`src/rtl/dfl_pkg.sv`:
```
package dfl_pkg;
  parameter int unsigned DFL_HALF_W = 20;

  typedef enum logic {
    HALF_LO = 1'b0,
    HALF_HI = 1'b1
  } half_tag_e;
endpackage

```
`src/rtl/dfl_tx.sv`:
```
module dfl_tx
  import dfl_pkg::*;
#(
  parameter int unsigned HALF_W = DFL_HALF_W,
  localparam int unsigned WORD_W = 2 * HALF_W
) (
  input  logic              clk_i,
  input  logic              rst_ni,
  input  logic [WORD_W-1:0] word_i,
  input  logic              word_stb_i,
  output logic [HALF_W-1:0] half_o,
  output logic              flag_o,
  output logic              half_vld_o
);
  logic [HALF_W-1:0] hi_hold_q;
  logic              hi_pend_q;

  always_ff @(posedge clk_i or negedge rst_ni) begin
    if (!rst_ni) begin
      hi_hold_q  <= '0;
      hi_pend_q  <= 1'b0;
      half_o     <= '0;
      flag_o     <= HALF_LO;
      half_vld_o <= 1'b0;
    end else if (word_stb_i) begin
      // strobe phase 0: lower half goes out, upper waits
      hi_hold_q  <= word_i[WORD_W-1:HALF_W];
      hi_pend_q  <= 1'b1;
      half_o     <= word_i[HALF_W-1:0];
      flag_o     <= HALF_LO;
      half_vld_o <= 1'b1;
    end else if (hi_pend_q) begin
      hi_pend_q  <= 1'b0;
      half_o     <= hi_hold_q;
      flag_o     <= HALF_HI;
      half_vld_o <= 1'b1;
    end else begin
      half_vld_o <= 1'b0;
    end
  end

  AST_TX_HI_AFTER_LO: assert property (@(posedge clk_i) disable iff (!rst_ni)
    (half_vld_o && flag_o) |-> ($past(half_vld_o) && !$past(flag_o)))
    else $error("upper half without preceding lower half");

  AST_TX_LO_THEN_HI: assert property (@(posedge clk_i) disable iff (!rst_ni)
    (half_vld_o && !flag_o && !word_stb_i) |=> (half_vld_o && flag_o))
    else $error("lower half not followed by upper half");

  AST_TX_STB_LOADS_LO: assert property (@(posedge clk_i) disable iff (!rst_ni)
    word_stb_i |=> (half_vld_o && !flag_o))
    else $error("strobe did not emit lower half");
endmodule

```
`src/rtl/dfl_rx.sv`:
```
module dfl_rx
  import dfl_pkg::*;
#(
  parameter int unsigned HALF_W = DFL_HALF_W,
  localparam int unsigned WORD_W = 2 * HALF_W
) (
  input  logic              clk_i,
  input  logic              rst_ni,
  input  logic [HALF_W-1:0] half_i,
  input  logic              flag_i,
  input  logic              half_vld_i,
  output logic [WORD_W-1:0] word_o,
  output logic              word_vld_o,
  output logic              seq_err_o
);
  logic [HALF_W-1:0] lo_q;
  half_tag_e         exp_q;
  logic              tag_ok;

  assign tag_ok = (flag_i == exp_q);

  // tag-steered capture; exp_q tracks which half is due next
  always_ff @(posedge clk_i or negedge rst_ni) begin
    if (!rst_ni) begin
      lo_q       <= '0;
      exp_q      <= HALF_LO;
      word_o     <= '0;
      word_vld_o <= 1'b0;
      seq_err_o  <= 1'b0;
    end else begin
      word_vld_o <= 1'b0;
      if (half_vld_i) begin
        if (!tag_ok) begin
          exp_q     <= HALF_LO;
          seq_err_o <= 1'b1;
        end else if (exp_q == HALF_LO) begin
          lo_q  <= half_i;
          exp_q <= HALF_HI;
        end else begin
          // staged lower half leaves together with the upper half
          word_o     <= {half_i, lo_q};
          word_vld_o <= 1'b1;
          exp_q      <= HALF_LO;
        end
      end
    end
  end

  AST_RX_VLD_NEEDS_HI: assert property (@(posedge clk_i) disable iff (!rst_ni)
    $rose(word_vld_o) |-> ($past(half_vld_i) && $past(flag_i)))
    else $error("word valid without an upper half");

  AST_RX_VLD_PULSE: assert property (@(posedge clk_i) disable iff (!rst_ni)
    word_vld_o |=> !word_vld_o)
    else $error("word valid longer than one cycle");

  AST_RX_WORD_HOLD: assert property (@(posedge clk_i) disable iff (!rst_ni)
    !word_vld_o |-> $stable(word_o))
    else $error("word output changed without valid");

  AST_RX_ERR_STICKY: assert property (@(posedge clk_i) disable iff (!rst_ni)
    seq_err_o |=> seq_err_o)
    else $error("sequence error cleared without reset");

  AST_RX_IDLE_NO_VLD: assert property (@(posedge clk_i) disable iff (!rst_ni)
    !half_vld_i |=> !word_vld_o)
    else $error("word produced on idle cycle");
endmodule

```
`src/rtl/dfl_link.sv`:
```
module dfl_link
  import dfl_pkg::*;
#(
  parameter int unsigned HALF_W = DFL_HALF_W,
  localparam int unsigned WORD_W = 2 * HALF_W
) (
  input  logic              clk_i,
  input  logic              rst_ni,
  input  logic [WORD_W-1:0] tx_word_i,
  input  logic              tx_word_stb_i,
  output logic [HALF_W-1:0] tx_half_o,
  output logic              tx_flag_o,
  output logic              tx_half_vld_o,
  input  logic [HALF_W-1:0] rx_half_i,
  input  logic              rx_flag_i,
  input  logic              rx_half_vld_i,
  output logic [WORD_W-1:0] rx_word_o,
  output logic              rx_word_vld_o,
  output logic              rx_seq_err_o
);
  dfl_tx #(.HALF_W(HALF_W)) u_tx (
    .clk_i      (clk_i),
    .rst_ni     (rst_ni),
    .word_i     (tx_word_i),
    .word_stb_i (tx_word_stb_i),
    .half_o     (tx_half_o),
    .flag_o     (tx_flag_o),
    .half_vld_o (tx_half_vld_o)
  );

  dfl_rx #(.HALF_W(HALF_W)) u_rx (
    .clk_i      (clk_i),
    .rst_ni     (rst_ni),
    .half_i     (rx_half_i),
    .flag_i     (rx_flag_i),
    .half_vld_i (rx_half_vld_i),
    .word_o     (rx_word_o),
    .word_vld_o (rx_word_vld_o),
    .seq_err_o  (rx_seq_err_o)
  );
endmodule

```
`config.mk`:
```
export PLATFORM = sky130hd
export DESIGN_NAME = dfl_link
export DESIGN_NICKNAME = d
export VERILOG_FILES = /design/src/rtl/dfl_pkg.sv /design/src/rtl/dfl_tx.sv /design/src/rtl/dfl_rx.sv /design/src/rtl/dfl_link.sv
export SDC_FILE = /design/constraint.sdc
export NUM_CORES = 1
export LEC_CHECK = 0
export BUFFER_PORTS_ARGS = -buffer_cell sky130_fd_sc_hd__buf_2
export CORE_AREA = 2 2 80 101
export CTS_BUF_LIST = sky130_fd_sc_hd__clkbuf_8
export DETAILED_ROUTE_END_ITERATION = 7
export DIE_AREA = 0 0 82 103
export PLACE_DENSITY = 0.86
export SYNTH_ARGS = -nofsm -noshare
export SYNTH_HDL_FRONTEND = slang
export SYNTH_SLANG_ARGS = --single-unit
export TNS_END_PERCENT = 30
```
`constraint.sdc`:
```
create_clock -name clk_i -period 3.2 [get_ports clk_i]
set_input_delay 0.16 -clock clk_i [delete_from_list [all_inputs] [get_ports clk_i]]
set_output_delay 0.16 -clock clk_i [all_outputs]
set_load 0.03 [all_outputs]
```
# After elaboration in Yosys (flattened, before gate mapping)
# Cells that the tools add are included.
dict set report word_totals {
  ff_bits 106
  inputBits 65
  output_inout_bits 64
  word_cells 29
}
dict set report classes {
  eq_ne 1
  n_mux 12
  bitwise 2
  n_reduce_logical 4
}
# cell n
set op_table {}
lappend op_table {{two-way mux 20 bit} 2}
lappend op_table {{two-way mux 1 bit} 10}
lappend op_table {{AND reduction 3 bit} 2}
lappend op_table {{inverter 1 bit} 2}
lappend op_table {{AND reduction 2 bit} 1}
lappend op_table {{nonzero test 2 bit} 1}
lappend op_table {{equality test 1 bit} 1}

# Longest topological paths before layout
# Gate-level depths: netlist of the first run.
dict set report logic_depth {
  ltp_word 3
  mapped_depth 5
  ltp_nobuf 4
}

# Modules after synthesis
# A second synthesis of the first run with hierarchy kept.
dict set report hier_totals {
  hier_cells 275
  area_unflattened_um2 4262.8
}
# module n_inst cells_each area_per_inst_um2 seq_area_each_um2
set modules_own_cells {}
lappend modules_own_cells {dfl_rx 1 139 2413.6 1576.5}
lappend modules_own_cells {dfl_tx 1 136 1849.3 1076.0}

# Worst setup path after synthesis of the first run
# OpenSTA, ideal clock, no wires.
dict set report synth_timing {
  kind {reg-to-reg}
  startpoint {reg u_rx.exp_q}
  endpoint {reg u_rx.lo_q[0]}
  setup_time_ns 0.125
  arrival_time_ns 1.536
  required_ns 3.075
  path_slack_ns 1.539
  stages_incl_launch_ff 6
  n_path_buf 1
  period_less_slack_ns 1.661
  cell_sequence {dfrtp_1 > inv_1 > ha_1 > nor3b_4 > buf_6 > mux2_2}
}
dict set report synth_between {
  elab_chain_len 2
  elab_cells_between_ends 3
  cone_classes {eq/ne: 1; bitwise: 1; reduce/logical: 1}
}
# element line_no
set synth_lines {}
lappend synth_lines {{start: declaration} dfl_rx.sv:17} ;# half_tag_e exp_q;
lappend synth_lines {{start signal: assignment} dfl_rx.sv:26} ;# exp_q <= HALF_LO;
lappend synth_lines {{start signal: assignment} dfl_rx.sv:34} ;# exp_q <= HALF_LO;
lappend synth_lines {{start signal: assignment} dfl_rx.sv:38} ;# exp_q <= HALF_HI;
lappend synth_lines {{equality test 1 bit or inverter 1 bit (tied branches)} --}
lappend synth_lines {{AND reduction 3 bit (no line) *} --}
lappend synth_lines {{end signal: assignment} dfl_rx.sv:37} ;# lo_q <= half_i;
lappend synth_lines {{end: declaration} dfl_rx.sv:16} ;# logic [HALF_W-1:0] lo_q;
# Every way passes the cells marked *; elsewhere a longest branch is shown, timed or not.
# A chain may end at the register's enable or synchronous reset.

# Worst setup path after layout of the first run
dict set report layout_timing {
  startpoint {reg u_rx.exp_q}
  endpoint {reg u_rx.lo_q[14]}
}
# Same word-level chain as after synthesis.

==> results.py, run 1 <==
metrics = {
    "pwr": {
        "power_report.internal_total_mw": 2.59,
        "worst_ir_drop_vdd_v": 0.000443,
        "power-per-cell-area_mw_per_mm2": 785,
        "power_switching_share_pct": 35.6,
        "p_leak_nw": 2.51,
        "share_of_total_power_in_sequential_cells_pct": 46.8,
        "clkPwrFrac_pct": 20.4,
        "power.net_switching_mw": 1.43,
        "share_comb_of_total_power_pct": 32.8,
    },
    "synth": {
        "synth_seq_cells": 106,
        "synth_cell_type_count": 18,
        "synth_compound_area_share_pct": 2.71,
        "yosysWarningCount": 0,
        "syn_inst": 275,
        "syn-cell-area_mm2": 0.00415,
        "xor_xnor_share_of_the_synthesized_area_pct": 0,
        "synthesis.area_per_instance_um2": 15.1,
        "combinational_family_with_the_most_area_after_synthesis": "multiplexers",
        "synth-seq-area-share_pct": 63.9,
        "fraction_of_the_mapped_netlist_area_in_simple_logic_gates_pct": 3.32,
        "share_of_synthesized_area_spent_on_multiplexers_pct": 26.5,
        "synth.net_count": 342,
        "synthAdderAreaFrac_pct": 0.603,
    },
    "routing": {
        "drt.antenna.violating_nets": 0,
        "drc_errors": 0,
        "post_drt_via_cell_ratio": 5.07,
        "totalWireLength_um": 7670,
        "drt_pass1_iterations": 4,
        "wl_per_cell_um": 15.1,
        "dr_total_vias": 2583,
        "drt_iter0_markers": 66,
    },
    "floorplanning": {
        "fp.dieW_um": 82,
        "die_area_mm2": 0.00845,
        "fp.dieH_um": 103,
        "num_rows": 36,
        "boundaryPins": 129,
        "core_mm2": 0.00757,
        "initial_core_util_pct": 54.9,
    },
    "sta": {
        "max_freq_mhz": 451,
        "maxSlewViolCount": 0,
        "post-route-period-util_pct": 69.3,
        "fin_worst_skew_ps": 9.18,
        "finalSetupTns_ps": 0,
        "rsz0062_at_grt": "no",
        "timing.final.hold_violations": 0,
        "max_slew.worst_pin.slew_ps": 1170,
        "finalCriticalPeriod_ps": 2220,
        "slew_headroom_pct": 21.8,
        "final-setup-viol-count": 0,
    },
    "placed_design": {
        "buffers_on_ports": 128,
        "post-dp-hpwl_um": 5210,
        "dp_cells": 484,
        "finalWeightedCongestion": 0.672,
    },
    "worst_setup_path": {
        "timing.critical_path.cells": "inv_1 > ha_1 > nor3b_4 > buf_4 > mux2_2",
        "critPathTopFamily": "simple AND/OR/NAND/NOR gates",
        "critical_path_buf_inv_count": 2,
        "crit_required_ps": 3450,
        "cp_max_fo": 11,
        "crit_arrival_ps": 2470,
        "cell_with_the_largest_stage_delay_on_the_worst_path": "nor3b_4",
        "cp_max_stage_delay_ps": 520,
        "critical_path.startpoint_type": "flop",
        "path_class": "flop to flop",
        "critPathCaptureType": "flop",
    },
    "layout": {
        "area.growth.synth_to_final_pct": 23.3,
        "total_number_of_nets_in_the_final_design": 476,
        "final_core_utilization_pct": 67.6,
        "instances_no_fill": 509,
        "drive_above_1_share_pct": 54.3,
        "diodes": 0,
    },
    "clock_network": {
        "max-clock-path-buffers": 2,
        "total_clock_buffers_created_by_cts": 9,
        "htreeDepth": 3,
        "insertion_delay_ps": 360,
        "cts.sink_count": 106,
        "ctsHoldBuffers": 9,
        "clk_root_buffer_cell": "clkbuf_8",
        "cts.reportedPaths.clkPinSlew_ps": 100,
        "post-cts-setup-buffer-count": 0,
        "cts_resized": 0,
        "cts_tree": "yes",
    },
    "grt": {
        "grt_met1_use_pct": 21.9,
        "global_route.usage.met3_pct": 5.25,
        "maximum_number_of_pins_on_one_net_before_global_route_repair": 107,
        "most_congested_layer_reported_by_global_routing": "met2",
        "use_met2_pct": 31.7,
        "wire_length_of_the_first_global_routing_pass_um": 11700,
        "grt_overflow_total": 0,
        "grtUsageTotal_pct": 18.7,
        "grt_pass1_vias": 2580,
        "antenna_found_initial": 0,
    },
    "worst_hold_path": {
        "type_of_the_most_critical_hold_path": "primary input to flop",
    },
    "flow_run": {
        "drv.max_cap_violation_count": 0,
    },
    "run_status": {
        "status": "completed",
    },
}
## cell type report
cell class                 count  area (µm²)
tap                           95         119
timing repair buffer         139         761
sequential                   106        2650
inverter                       2        7.51
clock inverter                 6        65.1
clock buffer                  10         138
fill                         554        2450
multi-input combinational    151        1380
## cells in the final DEF (no fill, tap or decap), types with 2 or more instances in the layout
cell           Yosys  routed
o21ai_0           21      21
dfrtp_1          106     106
nand2_1           21      21
mux2_2            76      76
mux2_1             4       4
dlygate4sd3_1      0       9
buf_4              1       2
buf_2              5     127
nor2_1             2       2
ha_1               2       2
mux2i_1           20      20
inv_1              2       2
clkbuf_8           0      10
clkinv_2           0       2
## cells in the mapped netlist
master / instances / area (µm²)
dfrtp_1: 106 / 2650
mux2_2: 76 / 856
nand2_1: 21 / 78.8
o21ai_0: 21 / 105
mux2i_1: 20 / 200
buf_6: 6 / 67.6
buf_2: 5 / 25.0
clkbuf_1: 4 / 15.0
mux2_1: 4 / 45.0
ha_1: 2 / 25.0
inv_1: 2 / 7.51
nor2_1: 2 / 7.51
a21o_1: 1 / 7.51
and2_1: 1 / 6.26
buf_4: 1 / 7.51
nand3b_4: 1 / 20.0
nor3b_4: 1 / 18.8
or2_2: 1 / 6.26
## logic make-up (layout without fill, tap and decap cells)
logic type                 count (synthesis)  after routing
DFF                                      106            106
buffers and inverters                     18            157
AOI/OAI and AO/OA                         22             22
and+or+nand+nor                           27             27
adders and majority gates                  2              2
muxes                                    100            100
## worst paths after layout
| kind | start | to | depth (start not counted) | slack (ps) |
|---|---|---|---|---|
| worst max register to register | u_rx.exp_q | u_rx.lo_q[14] | 5 | 980 |
| min in group asynchronous | rst_ni | u_tx.hi_hold_q[2] | 3 | 400 |
| max in group asynchronous | rst_ni | u_rx.lo_q[14] | 3 | 2360 |
| worst min register to register | u_rx.seq_err_o | u_rx.seq_err_o | 1 | 480 |
| worst min-delay path | tx_word_i[2] | u_tx.half_o[2] | 3 | 20 |
| worst max-delay path | u_rx.exp_q | u_rx.lo_q[14] | 5 | 980 |
## metal layers
layer | wire length, µm | vias up
met2 | 3800 | 87
met3 | 492 | 13
met4 | 191 | 0
met1 | 3190 | 1262
li1 | - | 1221
met5 | 0 | -
## state kept, by name, indices dropped and copies added (netlist names)
name and flops:
u_rx.word_o 40, u_tx.half_o 20, u_rx.exp_q 1, u_rx.seq_err_o 1
u_tx.flag_o 1, u_tx.half_vld_o 1, u_tx.hi_pend_q 1, u_rx.lo_q 20
u_tx.hi_hold_q 20, u_rx.word_vld_o 1
## power groups by stage
| stage | registers [mW] | clock network, mW | logic, mW |
|---|---|---|---|
| 6_report | 1.88 | 0.819 | 1.32 |
| 5_1_grt | 1.93 | 0.904 | 1.41 |
| 4_1_cts | 1.88 | 0.853 | 1.34 |
| 3_5_place_dp | 1.91 | 0 | 1.33 |
| 3_3_place_gp | 1.89 | 0 | 1.29 |
| 2_1_floorplan | 2.40 | 0 | 0.395 |
## per-stage QoR
stage / area, µm² / setup slack, ps / hold slack, ps / power, mW
2_1_floorplan: 4150 / 1540 / -136 / 2.80
3_3_place_gp: 4830 / 1050 / 264 / 3.18
3_5_place_dp: 4830 / 994 / 270 / 3.24
4_1_cts: 5120 / 980 / 6.31 / 4.08
5_1_grt: 5120 / 883 / 9.51 / 4.24
6_report: 5120 / 984 / 21.9 / 4.02
## worst min-delay path, delay by kind of cell
kind                   cells  cell delay [ps]
buffers and inverters      1               70
AOI/OAI and AO/OA          1               70
and+or+nand+nor            1               40
Power figures use the tool's default switching activity.
==> run 2, diff against run 1 <==
ABC_AREA = 1   (was not set)
CORE_AREA = 2 2 85 107   (was 2 2 80 101)
DIE_AREA = 0 0 87 109   (was 0 0 82 103)
PLACE_DENSITY = 0.79   (was 0.86)
clock period = 2.1 ns   (was 3.2 ns; I/O delays follow)
==> run 2 against run 1 <==
  * Clock power grew 50%
  * Maximum frequency grew 33%
  * Largest power group unchanged
  * Worst hold slack gained 110 ps
  * Worst setup slack lost 550 ps
  * Combinational power grew 48%
  * Synthesized cell count grew 75%
  * Sequential power grew 49%
  * Wire length grew 38%
  * Critical endpoint is now u_rx.word_o[23]
  * Final cell count grew 49%
  * First-iteration DRC count grew to 2.7 times the previous value
  * Non-clock buffer count grew 64
==> results.py, run 2 <==
metrics = {
    "run_status": {
        "status": "completed",
    },
    "worst_setup_path": {
        "critPathCaptureType": "flop",
        "cp_max_stage_delay_ps": 380,
        "crit_arrival_ps": 1930,
        "cp_max_fo": 24,
        "crit_required_ps": 2360,
        "critical_path.startpoint_type": "flop",
        "critical_path_buf_inv_count": 3,
        "cell_with_the_largest_stage_delay_on_the_worst_path": "dfrtp_1",
        "critPathTopFamily": "buffers and inverters",
        "timing.critical_path.cells": "inv_2 > ha_1 > inv_2 > nand3_1 > buf_4 > nand2_1 > nand2_1",
        "path_class": "flop to flop",
    },
    "sta": {
        "post-route-period-util_pct": 79.2,
        "slew_headroom_pct": 49.5,
        "timing.final.hold_violations": 0,
        "max_freq_mhz": 601,
        "finalCriticalPeriod_ps": 1660,
        "final-setup-viol-count": 0,
        "finalSetupTns_ps": 0,
        "fin_worst_skew_ps": 4.26,
        "max_slew.worst_pin.slew_ps": 758,
        "setup_slack_ps": 437,
        "maxSlewViolCount": 0,
        "rsz0062_at_grt": "no",
    },
    "clock_network": {
        "htreeDepth": 3,
        "cts_tree": "yes",
        "ctsHoldBuffers": 62,
        "max-clock-path-buffers": 2,
        "cts.reportedPaths.clkPinSlew_ps": 100,
        "total_clock_buffers_created_by_cts": 9,
        "cts_resized": 0,
        "post-cts-setup-buffer-count": 0,
        "clk_root_buffer_cell": "clkbuf_8",
        "insertion_delay_ps": 360,
        "cts.sink_count": 106,
    },
    "routing": {
        "drt_pass1_iterations": 7,
        "dr_total_vias": 3955,
        "drc_errors": 0,
        "drt.antenna.violating_nets": 0,
        "wl_per_cell_um": 14.0,
        "drt_iter0_markers": 178,
        "post_drt_via_cell_ratio": 5.20,
        "totalWireLength_um": 10600,
    },
    "pwr": {
        "worst_ir_drop_vdd_v": 0.000754,
        "power-per-cell-area_mw_per_mm2": 1030,
        "p_leak_nw": 3.17,
    },
    "floorplanning": {
        "boundaryPins": 129,
        "num_rows": 38,
        "fp.dieH_um": 109,
        "core_mm2": 0.00851,
        "initial_core_util_pct": 51.1,
        "die_area_mm2": 0.00948,
        "fp.dieW_um": 87,
    },
    "synth": {
        "postSynth.asyncResetShare_pct": 100,
        "synth_common_cells": "222 x nand2_1, 106 x dfrtp_1, 60 x nand4_1",
        "synthesis.area_per_instance_um2": 9.02,
        "synth.net_count": 549,
        "synthAdderAreaFrac_pct": 0.576,
        "synth_seq_cells": 106,
        "yosys.cell_count.top_type": "nand2_1",
        "synth_area_leader_cell": "dfrtp_1",
        "combinational_family_with_the_most_area_after_synthesis": "simple AND/OR/NAND/NOR gates",
        "yosysWarningCount": 0,
        "synth_cell_type_count": 14,
        "share_of_synthesized_area_spent_on_multiplexers_pct": 0,
        "synth_top_area_share_pct": 61.0,
        "synth_compound_area_share_pct": 0.288,
        "synth-edff-count": 0,
        "fraction_of_the_mapped_netlist_area_in_simple_logic_gates_pct": 33.0,
        "ys_dominant_reg_cell": "dfrtp_1",
        "synth.area.top_cells": "dfrtp_1 61%, nand2_1 19%, nand4_1 8.6%, nand3_1 4.8%, buf_2 4.0%",
        "xor_xnor_share_of_the_synthesized_area_pct": 0,
        "syn_inst": 482,
        "synth-seq-area-share_pct": 61.0,
        "syn-cell-area_mm2": 0.00435,
    },
    "grt": {
        "grt_pass1_vias": 3867,
        "grt_overflow_total": 0,
        "antenna_found_initial": 0,
        "wire_length_of_the_first_global_routing_pass_um": 17400,
        "maximum_number_of_pins_on_one_net_before_global_route_repair": 52,
        "grtUsageTotal_pct": 23.2,
    },
    "layout": {
        "largest_register_ff_count": 40,
        "total_number_of_nets_in_the_final_design": 724,
        "area.growth.synth_to_final_pct": 34.3,
        "drive_above_1_share_pct": 24.1,
        "final_area_mm2": 0.00584,
        "diodes": 0,
        "mostFrequentLayoutCells": "222 x nand2_1, 127 x buf_2, 106 x dfrtp_1, 62 x dlygate4sd3_1, 60 x nand4_1",
        "largest_register": "u_rx.word_o",
        "layout.cells.most_common": "nand2_1",
    },
    "worst_hold_path": {
        "type_of_the_most_critical_hold_path": "primary input to flop",
    },
    "placed_design": {
        "post-dp-hpwl_um": 6310,
        "post_dp_cell_area_mm2": 0.00502,
        "dp_slack_ps": 438,
        "finalWeightedCongestion": 0.771,
        "buffers_on_ports": 128,
    },
    "flow_run": {
        "drv.max_cap_violation_count": 0,
    },
}
## run 2: changes by cell type after synthesis, sizes merged, moves of 3 or more
cell	previous run	this run
nand4	0	60
buf	12	38
mux2i	20	0
nand2	21	222
inv	2	6
o21ai	21	1
nand3	0	42
mux2	80	0
clkbuf	4	1
## run 2: path summary, 6_finish.rpt
kind	startpoint	endpoint	slack (ps)	depth (start not counted)
min reg2reg	u_rx.seq_err_o	u_rx.seq_err_o	460	1
max in group asynchronous	rst_ni	u_rx.word_o[5]	1230	3
max	u_rx.exp_q	u_rx.word_o[23]	440	7
min	rx_flag_i	u_rx.word_vld_o	130	4
min in group asynchronous	rst_ni	u_tx.half_vld_o	210	2
max reg2reg	u_rx.exp_q	u_rx.word_o[23]	440	7
## run 2: final cells by class
type	instances	area (µm²)
clock buffer	10	138
sequential	106	2650
tap	100	125
fill	623	2680
clock inverter	4	53.8
inverter	6	22.5
multi-input combinational	331	1470
timing repair buffer	203	1370
## run 2: cell families (layout without fill, tap and decap cells)
kind of cell | after synthesis | count (layout)
flip-flops | 106 | 106
AO/OA/AOI/OAI | 2 | 2
buffers and inverters | 45 | 223
AND/OR/NAND/NOR | 327 | 327
adder cells (fa/ha/maj) | 2 | 2
## run 2: per-stage QoR
stage | hold slack [ps] | instances | utilization, % | power (mW)
finish | 128 | 760 | 68.6 | 6.00
global route | 135 | 760 | 68.6 | 6.34
CTS | 89.6 | 760 | 68.6 | 6.02
detailed placement | 59.5 | 684 | 59.0 | 4.71
global placement | 54.0 | 684 | 59.0 | 4.66
floorplan | -191 | 482 | - | 4.07
## run 2: power breakdown
| part | leakage (nW) | total (mW) | switching (mW) | internal, mW |
|---|---|---|---|---|
| registers | 1.31 | 2.81 | 0.278 | 2.53 |
| logic | 1.76 | 1.95 | 1.35 | 0.601 |
| clock network | 0.0904 | 1.23 | 0.661 | 0.573 |
## run 2: per-layer routing
metal  track usage, %  wire [µm]
met1             28.6       4360
met2             39.0       5150
met3             5.98        871
met4             8.93        214
met5                0          0
## run 2: worst min-delay path: cells and delay by family
kind          cells  cell delay (ps)
fa+ha+maj         1              140
buf+inv           2              170
simple gates      1               50
==> run 3, diff against run 2 <==
clock period = 1.56 ns   (was 2.1 ns; I/O delays follow)
==> run 3 against run 2 <==
  * Clock power is 37% higher
  * Die area is the same
  * Clock skew grew 4.3 ps
  * Final cell count up 0.66%
  * Worst setup slack worse by 280 ps
  * Sequential power rose by 35%
  * Register-to-register slack got worse by 280 ps
  * Sequential share of layout area down 0.28 points
  * Core utilization grew 0.43 points
  * Global-route usage rose by 0.24 points
  * Cell area rose by 0.62%
  * Critical endpoint unchanged
  * Highest routed layer unchanged
==> results.py, run 3 (same netlist as run 2, synthesis figures left out) <==
metrics = {
    "clock_network": {
        "clk_root_buffer_cell": "clkbuf_8",
        "htreeDepth": 3,
        "total_clock_buffers_created_by_cts": 9,
        "insertion_delay_ps": 360,
        "cts.sink_count": 106,
        "ctsHoldBuffers": 62,
        "cts_resized": 0,
        "post-cts-setup-buffer-count": 0,
        "cts.reportedPaths.clkPinSlew_ps": 100,
        "max-clock-path-buffers": 2,
        "cts_tree": "yes",
    },
    "pwr": {
        "worst_ir_drop_vdd_v": 0.00117,
        "power_switching_share_pct": 38.3,
        "share_of_total_power_in_sequential_cells_pct": 46.5,
        "power.net_switching_mw": 3.11,
        "p_leak_nw": 3.20,
        "share_comb_of_total_power_pct": 32.7,
        "power_report.internal_total_mw": 5.02,
        "power-per-cell-area_mw_per_mm2": 1380,
        "clkPwrFrac_pct": 20.8,
    },
    "floorplanning": {
        "die_area_mm2": 0.00948,
        "core_mm2": 0.00851,
        "fp.dieW_um": 87,
        "initial_core_util_pct": 51.1,
        "boundaryPins": 129,
        "fp.dieH_um": 109,
        "num_rows": 38,
    },
    "layout": {
        "area.growth.synth_to_final_pct": 35.1,
        "largest_register_ff_count": 40,
        "mostFrequentLayoutCells": "222 x nand2_1, 127 x buf_2, 106 x dfrtp_1, 62 x dlygate4sd3_1, 60 x nand4_1",
        "final_core_utilization_pct": 69.0,
        "total_number_of_nets_in_the_final_design": 727,
        "layout.cells.most_common": "nand2_1",
        "diodes": 0,
        "fillerInstances": 630,
        "drive_above_1_share_pct": 24.5,
        "final_area_mm2": 0.00587,
        "instances_no_fill": 765,
        "largest_register": "u_rx.word_o",
    },
    "placed_design": {
        "finalWeightedCongestion": 0.766,
        "post_dp_cell_area_mm2": 0.00505,
        "dp_slack_ps": 184,
        "buffers_on_ports": 128,
        "dp_cells": 687,
        "post-dp-hpwl_um": 6310,
    },
    "grt": {
        "grtUsageTotal_pct": 23.4,
        "wire_length_of_the_first_global_routing_pass_um": 17700,
        "grt_overflow_total": 0,
        "maximum_number_of_pins_on_one_net_before_global_route_repair": 66,
        "grt_pass1_vias": 3834,
        "antenna_found_initial": 0,
    },
    "routing": {
        "dr_total_vias": 3994,
        "drt.antenna.violating_nets": 0,
        "drc_errors": 0,
        "post_drt_via_cell_ratio": 5.22,
        "drt_pass1_iterations": 4,
        "drt_iter0_markers": 181,
        "totalWireLength_um": 10800,
        "wl_per_cell_um": 14.1,
    },
    "worst_setup_path": {
        "crit_arrival_ps": 1660,
        "cp_max_fo": 42,
        "timing.critical_path.cells": "buf_4 > nand3_1 > buf_4 > nand2_1 > nand2_1",
        "cp_max_stage_delay_ps": 380,
        "worstRegToRegCells": 5,
        "critPathCaptureType": "flop",
        "path_class": "flop to flop",
        "critPathLaunch": "u_rx.exp_q",
        "crit_required_ps": 1820,
        "critical_path.startpoint_type": "flop",
        "cell_with_the_largest_stage_delay_on_the_worst_path": "buf_4",
        "reg2reg_setup_slack_ps": 160,
        "regToRegStartpoint": "u_rx.exp_q",
        "critical_path.reg2reg.endpoint": "u_rx.word_o[23]",
    },
    "worst_hold_path": {
        "type_of_the_most_critical_hold_path": "primary input to asynchronous set/reset pin",
    },
    "sta": {
        "finalSetupTns_ps": 0,
        "max_freq_mhz": 713,
        "slew_headroom_pct": 59.5,
        "setup_slack_ps": 157,
        "finalCriticalPeriod_ps": 1400,
        "fin_worst_skew_ps": 8.60,
        "timing.final.hold_violations": 0,
        "maxSlewViolCount": 0,
        "rsz0062_at_grt": "no",
        "max_slew.worst_pin.slew_ps": 606,
        "final-setup-viol-count": 0,
        "post-route-period-util_pct": 90.0,
    },
    "flow_run": {
        "drv.max_cap_violation_count": 0,
    },
    "run_status": {
        "status": "completed",
    },
}
-- run 3: per-stage QoR --
stage	power (mW)	hold WS [ps]
final	8.13	46.8
after global routing	8.63	32.0
after CTS	8.17	20.8
after detailed placement	6.34	-114
after global placement	6.28	-114
after floorplan	5.49	-218
-- run 3: critical path: cells and delay by family, from the launching register on --
family,cells,cell delay [ps]
AND/OR/NAND/NOR,3,310
buffers and inverters,2,620
flip-flops,1,370
-- run 3: worst max-delay path by stage --
stage | end | slack (ps) | depth (start not counted)
detailed placement | u_rx.word_o[28] | 180 | 5
global route | u_rx.word_o[14] | 40 | 5
global placement | u_rx.word_o[24] | 240 | 6
finish | u_rx.word_o[23] | 160 | 5
floorplan | u_rx.word_o[0] | 30 | 9
CTS | u_rx.word_o[33] | 160 | 5
-- run 3: power groups by stage --
stage	registers (mW)	clock network, mW	logic (mW)
final	3.78	1.69	2.66
after global routing	3.86	1.85	2.92
after CTS	3.77	1.74	2.65
after detailed placement	3.82	0	2.53
after global placement	3.80	0	2.48
after floorplan	4.72	0	0.766
-- run 3: cell type report --
type                            instances  area (µm²)  area share [%]
Clock buffer                           10         138            2.34
Inverter                                6        22.5           0.384
Timing Repair Buffer                  206        1400            23.8
Tap cell                              100         125            2.13
Clock inverter                          6        67.6            1.15
Sequential cell                       106        2650            45.2
Multi-Input combinational cell        331        1470            25.0
-- run 3: routing by layer --
metal  vias up  GRT usage, %  share of wire (%)
li1       1936             -                  -
met4         0          7.70                1.4
met1      1863          28.6                 41
met3        19          6.51                7.8
met2       176          40.0                 50
met5         -             0                  0
